===== config.mk =====
export PLATFORM = sky130hd
export DESIGN_NAME = idx_ea_gen
export DESIGN_NICKNAME = d
export VERILOG_FILES = /design/src/rtl/idx_ea_pkg.sv /design/src/rtl/idx_ofs_ext.sv /design/src/rtl/idx_base_add.sv /design/src/rtl/idx_ea_gen.sv
export SDC_FILE = /design/constraint.sdc
export NUM_CORES = 1
export LEC_CHECK = 0
export ABC_AREA = 1
export ABC_CLOCK_PERIOD_IN_PS = 4160
export BUFFER_PORTS_ARGS = -buffer_cell sky130_fd_sc_hd__buf_4
export CELL_PAD_IN_SITES_DETAIL_PLACEMENT = 2
export CELL_PAD_IN_SITES_GLOBAL_PLACEMENT = 2
export CORE_MARGIN = 5
export CORE_UTILIZATION = 28
export DETAILED_ROUTE_END_ITERATION = 10
export PLACE_DENSITY_LB_ADDON = 0.05
export REMOVE_ABC_BUFFERS = 1
export SYNTH_ARGS = -nofsm -noshare
export SYNTH_HDL_FRONTEND = slang
export SYNTH_HIERARCHICAL = 1
export SYNTH_SLANG_ARGS = --single-unit

===== constraint.sdc =====
create_clock -name clk -period 4.16 [get_ports clk]
set_input_delay 0 -clock clk [delete_from_list [all_inputs] [get_ports clk]]
set_output_delay 0 -clock clk [all_outputs]
set_load 0.01 [all_outputs]

===== src/rtl/idx_ea_pkg.sv =====
package idx_ea_pkg;
    typedef enum logic [1:0] {
        BASE_X  = 2'd0,
        BASE_Y  = 2'd1,
        BASE_SP = 2'd2,
        BASE_PC = 2'd3
    } base_sel_e;

    typedef enum logic [2:0] {
        OFS_C5   = 3'd0,
        OFS_C9   = 3'd1,
        OFS_CFUL = 3'd2,
        OFS_ACCA = 3'd3,
        OFS_ACCB = 3'd4,
        OFS_ACCD = 3'd5
    } ofs_sel_e;

    typedef enum logic [1:0] {
        ST_IDLE = 2'd0,
        ST_HI   = 2'd1,
        ST_LO   = 2'd2
    } fetch_st_e;
endpackage


===== src/rtl/idx_ofs_ext.sv =====
module idx_ofs_ext
    import idx_ea_pkg::*;
#(
    parameter int AW = 16
) (
    input  logic [2:0]      sel,
    input  logic [AW-1:0]   cval,
    input  logic [AW/2-1:0] acc_a,
    input  logic [AW/2-1:0] acc_b,
    output logic [AW-1:0]   ofs
);
    localparam int HW = AW / 2;

    always_comb begin
        case (sel)
            3'(OFS_C5):   ofs = {{(AW-5){cval[4]}}, cval[4:0]};
            3'(OFS_C9):   ofs = {{(AW-9){cval[8]}}, cval[8:0]};
            3'(OFS_CFUL): ofs = cval;
            3'(OFS_ACCA): ofs = {{HW{1'b0}}, acc_a};
            3'(OFS_ACCB): ofs = {{HW{1'b0}}, acc_b};
            3'(OFS_ACCD): ofs = {acc_a, acc_b};
            default:      ofs = '0;
        endcase
    end
endmodule


===== src/rtl/idx_base_add.sv =====
module idx_base_add #(
    parameter int AW = 16,
    parameter int NB = 4
) (
    input  logic [$clog2(NB)-1:0] sel,
    input  logic [NB*AW-1:0]      bases,
    input  logic [AW-1:0]         ofs,
    output logic [AW-1:0]         sum
);
    logic [AW-1:0] bank [NB];

    for (genvar i = 0; i < NB; i++) begin : g_bank
        assign bank[i] = bases[i*AW +: AW];
    end

    assign sum = bank[sel] + ofs;
endmodule


===== src/rtl/idx_ea_gen.sv =====
module idx_ea_gen
    import idx_ea_pkg::*;
#(
    parameter int AW = 16
) (
    input  logic            clk,
    input  logic            rst_n,
    input  logic            req_valid,
    input  logic [1:0]      req_base,
    input  logic [2:0]      req_ofs_kind,
    input  logic            req_indirect,
    input  logic [AW-1:0]   req_const,
    input  logic [AW-1:0]   reg_x,
    input  logic [AW-1:0]   reg_y,
    input  logic [AW-1:0]   reg_sp,
    input  logic [AW-1:0]   reg_pc,
    input  logic [AW/2-1:0] acc_a,
    input  logic [AW/2-1:0] acc_b,
    output logic            busy,
    output logic            done,
    output logic [AW-1:0]   ea,
    output logic            mem_rd,
    output logic [AW-1:0]   mem_addr,
    input  logic            mem_ready,
    input  logic [AW/2-1:0] mem_rdata
);
    localparam int HW = AW / 2;
    localparam int NB = 4;

    typedef struct packed {
        fetch_st_e     st;
        logic [AW-1:0] ptr;
        logic [HW-1:0] hi;
        logic [AW-1:0] ea;
        logic          done;
    } state_t;

    state_t        s_q, s_d;
    logic [AW-1:0] ofs;
    logic [AW-1:0] sum;

    idx_ofs_ext #(.AW(AW)) u_ofs (
        .sel   (req_ofs_kind),
        .cval  (req_const),
        .acc_a (acc_a),
        .acc_b (acc_b),
        .ofs   (ofs)
    );

    idx_base_add #(.AW(AW), .NB(NB)) u_add (
        .sel   (req_base),
        .bases ({reg_pc, reg_sp, reg_y, reg_x}),
        .ofs   (ofs),
        .sum   (sum)
    );

    always_comb begin
        s_d      = s_q;
        s_d.done = 1'b0;
        case (s_q.st)
            ST_IDLE: begin
                if (req_valid) begin
                    if (req_indirect) begin
                        s_d.st  = ST_HI;
                        s_d.ptr = sum;
                    end else begin
                        s_d.ea   = sum;
                        s_d.done = 1'b1;
                    end
                end
            end
            ST_HI: begin
                if (mem_ready) begin
                    s_d.hi  = mem_rdata;
                    s_d.ptr = s_q.ptr + 1'b1;
                    s_d.st  = ST_LO;
                end
            end
            ST_LO: begin
                if (mem_ready) begin
                    s_d.ea   = {s_q.hi, mem_rdata};
                    s_d.done = 1'b1;
                    s_d.st   = ST_IDLE;
                end
            end
            default: s_d.st = ST_IDLE;
        endcase
    end

    always_ff @(posedge clk or negedge rst_n) begin
        if (!rst_n) begin
            s_q <= '{st: ST_IDLE, ptr: '0, hi: '0, ea: '0, done: 1'b0};
        end else begin
            s_q <= s_d;
        end
    end

    assign busy     = (s_q.st != ST_IDLE);
    assign done     = s_q.done;
    assign ea       = s_q.ea;
    assign mem_rd   = (s_q.st == ST_HI) || (s_q.st == ST_LO);
    assign mem_addr = s_q.ptr;

    // a direct request completes in the next cycle
    p_direct_next_r8: assert property (@(posedge clk) disable iff (!rst_n)
        (req_valid && !busy && !req_indirect) |=> (done && !busy));

    // an indirect request opens a read and gives no result yet
    p_indirect_opens_r9: assert property (@(posedge clk) disable iff (!rst_n)
        (req_valid && !busy && req_indirect) |=> (mem_rd && !done));

    // the second byte comes from the next address
    p_low_addr_r9: assert property (@(posedge clk) disable iff (!rst_n)
        (s_q.st == ST_HI && mem_ready) |=> (mem_rd && mem_addr == $past(mem_addr) + 1'b1));

    // a pending read holds its address
    p_hold_read_r10: assert property (@(posedge clk) disable iff (!rst_n)
        (mem_rd && !mem_ready) |=> (mem_rd && $stable(mem_addr)));

    // a result is only ever presented with the unit idle
    p_done_idle_r11: assert property (@(posedge clk) disable iff (!rst_n)
        done |-> !busy);

    // reads only while a fetch is in progress
    p_rd_busy_r11: assert property (@(posedge clk) disable iff (!rst_n)
        mem_rd |-> busy);
endmodule


== Yosys cells after proc, flatten, opt, wreduce, memory -nomap -nowiden ==
Cells that the tools add are included.

* Bits in registers: 43
* Bits of input ports: 114
* Logic and storage cells: 45

* $add $sub $neg: 2
* Order comparisons: 1
* Eq/ne operators: 12
* Multiplexer cells: 14
* Bitwise logic cells: 1
* Reductions and logical operators: 10

{| class="wikitable"
|+ Operators with widths
! kind !! count
|-
| $pmux 16 s6 || 1
|-
| $mux 17 || 3
|-
| $mux 18 || 2
|-
| $pmux 17 s2 || 1
|-
| $bmux 16 s2 || 1
|-
| $mux 16 || 2
|-
| $pmux 16 s2 || 1
|-
| $mux 26 || 1
|-
| $add 16x1->16 const B || 1
|-
| $add 16x16->16 || 1
|-
| $reduce_and 4->1 || 3
|-
| $ne 2x2->1 const B || 5
|-
| $eq 3x2->1 const B || 2
|-
| $eq 3x3->1 const B || 2
|-
| $pmux 2 s3 || 1
|-
| $reduce_bool 2->1 || 3
|-
| $eq 3x1->1 const B || 1
|-
| $ge 3x3->1 const B || 1
|-
| $logic_not 3->1 || 1
|-
| $not 2->3 || 1
|-
| $eq 2x1->1 const B || 1
|-
| $eq 2x2->1 const B || 1
|-
| $logic_not 2->1 || 1
|-
| $mux 2 || 1
|-
| other kinds (2) || 2
|}

== Depth between registers and ports, before layout ==
* Word-level depth: 8
* Gate-level depth with buffers: 20
* Mapped depth without buffers: 19

== Modules after synthesis ==
The synthesis kept the hierarchy.

{| class="wikitable"
|+ By module, submodules not included
! module !! times used !! cells each !! area an instance (um2) !! seq. area each (um2)
|-
| idx_ea_gen || 1 || 364 || 2690.1 || 1076.0
|-
| idx_base_add || 1 || 274 || 1345.0 || 0.0
|-
| idx_ofs_ext || 1 || 85 || 464.2 || 0.0
|}

== Worst setup path after synthesis ==
No wires, ideal clock.

* Path kind: input to register
* Start: in req_base[0]
* End: reg s_q (netlist bit ea[12])
* Data arrival time: 2002 ps
* Slack: 2076 ps
* Stages on the path: 18
* Path buffers: 1
* Cells stage by stage: inv_2 -> clkbuf_1 -> nor2_1 -> o22ai_1 -> ha_1 -> inv_1 -> fa_1 -> inv_1 -> nand3_1 -> nand3_1 -> nand3_1 -> nand3_1 -> nand2_1 -> nand2_1 -> inv_1 -> o21ai_0 -> inv_1 -> o21ai_0

* Word-level cells in the longest chain between the ends: 8

{| class="wikitable"
|+ Ends and longest elaborated chain
! what !! RTL line !! RTL
|-
| from (decl) || idx_ea_gen.sv:9 || <nowiki>input logic [1:0] req_base,</nowiki>
|-
| $not 2->3 (implied by the code) || idx_base_add.sv:16 || <nowiki>assign sum = bank[sel] + ofs;</nowiki>
|-
| $bmux 16 s2 || idx_base_add.sv:16 ||
|-
| $mux 16 (implied by the code) (2 in series) || idx_base_add.sv:16 ||
|-
| $add 16x16->16 || idx_base_add.sv:16 ||
|-
| via sum[12] || idx_ea_gen.sv:40 || <nowiki>logic [AW-1:0] sum;</nowiki>
|-
| $mux 17 || idx_ea_gen.sv:63 || <nowiki>if (req_indirect) begin</nowiki>
|-
| $mux 17 || idx_ea_gen.sv:62 || <nowiki>if (req_valid) begin</nowiki>
|-
| $pmux 17 s2 || idx_ea_gen.sv:60 || <nowiki>case (s_q.st)</nowiki>
|-
| to (signal assigned) || idx_ea_gen.sv:92 || <nowiki>s_q <= '{st: ST_IDLE, ptr: '0, hi: '0, ea: '0, done: 1'b0};</nowiki>
|-
| to (decl) || idx_ea_gen.sv:38 || <nowiki>state_t s_q, s_d;</nowiki>
|}

The timed path passes the listed nets, and every way through them passes these cells. The select of a mux whose other input is x is not followed.
A chain may end at the register's enable or synchronous reset.

== Worst setup path in the final report ==
* Start: in req_ofs_kind[2]
* End: reg s_q (netlist bit ea[8])

* Word-level cells in the longest chain between the ends: 6
* Elaborated cells between the ends (all ways): 11
* Classes of those cells: add/sub: 1; eq/ne: 5; mux: 4; reduce/logical: 1

{| class="wikitable"
|+ Ends and longest elaborated chain
! what !! RTL line !! RTL
|-
| from (decl) || idx_ea_gen.sv:10 || <nowiki>input logic [2:0] req_ofs_kind,</nowiki>
|-
| $eq 3x3->1 (tied with other cells) || idx_ofs_ext.sv:15 || <nowiki>case (sel)</nowiki>
|-
| $pmux 16 s6 (*) || idx_ofs_ext.sv:15 ||
|-
| via ofs[0] || idx_ea_gen.sv:39 || <nowiki>logic [AW-1:0] ofs;</nowiki>
|-
| $add 16x16->16 (*) || idx_base_add.sv:16 ||
|-
| via sum[8] || idx_ea_gen.sv:40 ||
|-
| $mux 17 (*) || idx_ea_gen.sv:63 ||
|-
| $mux 17 (*) || idx_ea_gen.sv:62 ||
|-
| $pmux 17 s2 (*) || idx_ea_gen.sv:60 ||
|}

Mark *: on every way through the listed nets, which the timed path passes. The rest lies on a longest branch. The select of a mux whose other input is x is not followed.

==> impl_metrics.tcl <==
set metrics [dict create \
    regArea_sq_mm 0.00108 \
    crit_path_cell_trace "buf_4, inv_1, nand4_1, nand3_1, ha_1, inv_1, fa_1, inv_1, nand3_1, nand3_1, a21oi_1, xnor2_1, inv_1, o21ai_0, inv_1, o21ai_0" \
    rrSetupSlack_ns 1.78 \
    clock_skew_ns 0.00345 \
    drive_above_1_share_pct 21.5 \
    layout.cells.non_filler 1036 \
    worstSetupPathType "in2reg" \
    crit_path_end_kind "flop" \
    hold_viol 0 \
    fmax_mhz 352 \
    startpoint_type "input port" \
    arrival_ns 3.06 \
    drv_slew 0 \
    clk_pin_slew_ns 0.06 \
    vias_per_cell 4.92 \
    cp.required_ns 4.38 \
    critical_path.startpoint "req_ofs_kind[2]" \
    num_vias 5096 \
    antenna_found_initial 0 \
    dp.cells 1027 \
    synth_area_per_cell_sq_um 6.22 \
    crit_buf_inv 6 \
    drt_first_pass_iters 4 \
    num_io_pins 149 \
    core_sq_mm 0.0158 \
    num_rows 46 \
    vdd_drop_max_v 0.000220 \
    detail_route.wl_per_cell_um 17.8 \
    fillers 1979 \
    utilization_pct 35.7 \
    ys.flop_type "dfrtp_1" \
    io_buffer_count 148 \
    maxSlewHeadroom_pct 50.2 \
    nNetsFinal 953 \
    layout_min_cycle_time_ns 2.84 \
    setup_tns_ns 0 \
    postSynthCellCount 723 \
    clock_latency_ns 0.29 \
    seq_area_frac_synth_pct 23.9 \
    numCtsBuffers 5 \
    path_delay_family "buffers and inverters" \
    grt_max_degree 44 \
    cts_tree "yes" \
    cts-resized-gates 0 \
    syn2layout_area_growth_pct 25.7 \
    rsz0062_at_grt "no" \
    cts_buffer_depth 2 \
    fin_crit_sh_pct 68.3 \
    synth.distinct_cells 33 \
    drc_errors 0 \
    hp-class "in2reg" \
    layout_commonest_cell "nand2_1" \
    layout_common_cells "175 x nand2_1, 149 x buf_4, 105 x inv_1, 67 x nor2_1, 62 x o21ai_0" \
    die_area_sq_mm 0.0187 \
    async_flop_share_pct 100 \
    routed_wl_mm 18.4 \
    crit_slowest_cell "inv_1" \
    finalSetupViolCount 0 \
    grt_pass1_vias 5694 \
    run_status "completed" \
    drtIter0Drc 170 \
    ys_ff_latch 43 \
    h-tree-depth 2 \
    final_antenna_net_count 0 \
    diodes 0 \
    synth-edff-count 0 \
    power.leakage_nw 2.96 \
    place_congestion 0.816 \
    cts.sinks 43 \
    max_cap_viol_count 0 \
    crit_path_frequent_cell "inv_1" \
    p_per_area_mw_per_mm2 541 \
    grt_usage_pct 19.9 \
    post-synth-top-area-cell "dfrtp_1" \
    overflow 0 \
    synth.area.top_cells "dfrtp_1 24%, nand2_1 15%, inv_1 8.8%, o21ai_0 6.9%, buf_4 6.2%" \
    die-height_um 137 \
    multi_input_area_sq_mm 0.00258 \
    netlist_area_sq_mm 0.00450 \
    dp_hpwl_mm 15.3 \
    initial_core_util_pct 28.4 \
    die_w_um 137 \
    yosysTopAreaCellShare_pct 23.9 \
    cts-root-buf "clkbuf_16" \
    ys_warn_count 6 \
    crit-reg2reg-launch "s_q[42]" \
    grt_pass1_wl_mm 29.5 \
    crit_fanout 20 \
    hp-start "mem_rdata[4]" \
    tightest_slew_ns 0.746 \
    cpPeakStageDelay_ns 0.46 \
]
path summary, 6_finish.rpt:
path	end	cells past startpoint
worst min-delay path	s_q[21]	3
worst min register to register	ea[8]	2
worst max register to register	mem_addr[6]	8
max in group asynchronous	mem_addr[7]	2
min in group asynchronous	ea[2]	2
worst max-delay path	ea[8]	16
final cells by class:
class                      instances  share of cell area [%]
multi-input combinational        509                    45.6
timing repair buffer             150                    20.0
sequential                        43                    19.0
inverter                         110                    7.30
tap                              216                    4.78
clock buffer                       6                    2.28
clock inverter                     2                    1.06
worst reg2reg max path, stage by stage, from the launching register on:
cell and delay [ns]:
dfrtp_1 0.40, inv_1 0.09, ha_1 0.31, nand2_1 0.50, inv_2 0.42, o21ai_1 0.19, o21ai_0 0.10, o21ai_0 0.14
a21oi_1 0.15
where the power goes:
group          internal (mW)  switching, mW  leakage [nW]
sequential             0.624          0.201         0.544
combinational          0.653           1.06          2.32
clock                  0.345          0.172        0.0911
total                   1.62           1.44          2.96
timing repair:
action,4_1_cts,5_1_grt
setup buffers,0,0
endpoints found under the setup margin,0,0
hold buffers,1,0
hold endpoints to repair,43,0
flip-flops by register name, indices dropped and copies added (netlist names):
| register | flops |
|---|---|
| s_q | 10 |
| mem_addr | 16 |
| ea | 16 |
| done | 1 |
per-stage QoR:
stage          total power [mW]  hold slack [ns]  instance area [sq um]  setup slack [ns]
2_1_floorplan              1.75           -0.296                   4070              2.01
3_3_place_gp               2.49           0.0431                   5460              1.12
3_5_place_dp               2.58           0.0518                   5460              1.04
4_1_cts                    3.12           0.0108                   5650              1.32
5_1_grt                    3.32           0.0207                   5650              1.00
6_report                   3.06          0.00718                   5650              1.32
cells in the mapped netlist, drive strengths merged (4+ instances only):
master / count
nand2: 178
inv: 110
o21ai: 73
nor2: 71
buf: 54
nand3: 52
dfrtp: 43
a21oi: 36
nand4: 32
o22ai: 26
ha: 19
clkbuf: 7
xor2: 4
per-layer routing:
layer | part of all wire [%] | global-route usage [%]
met5 | 0 | 0
met3 | 4.0 | 2.76
met1 | 42 | 23.5
met2 | 52 | 37.4
met4 | 2.1 | 5.49
kinds of logic (layout without fill, tap and decap cells):
family                   count (synthesis)  in the layout  synth area share (%)
AND/OR/NAND/NOR                        341            341                  32.9
flip-flops                              43             43                  23.9
AO/OA/AOI/OAI                          141            141                  17.3
adder cells (fa/ha/maj)                 20             20                  5.73
buffers and inverters                  171            268                  18.8
XOR/XNOR                                 7              7                  1.36
(Power assumes the default switching activity.)
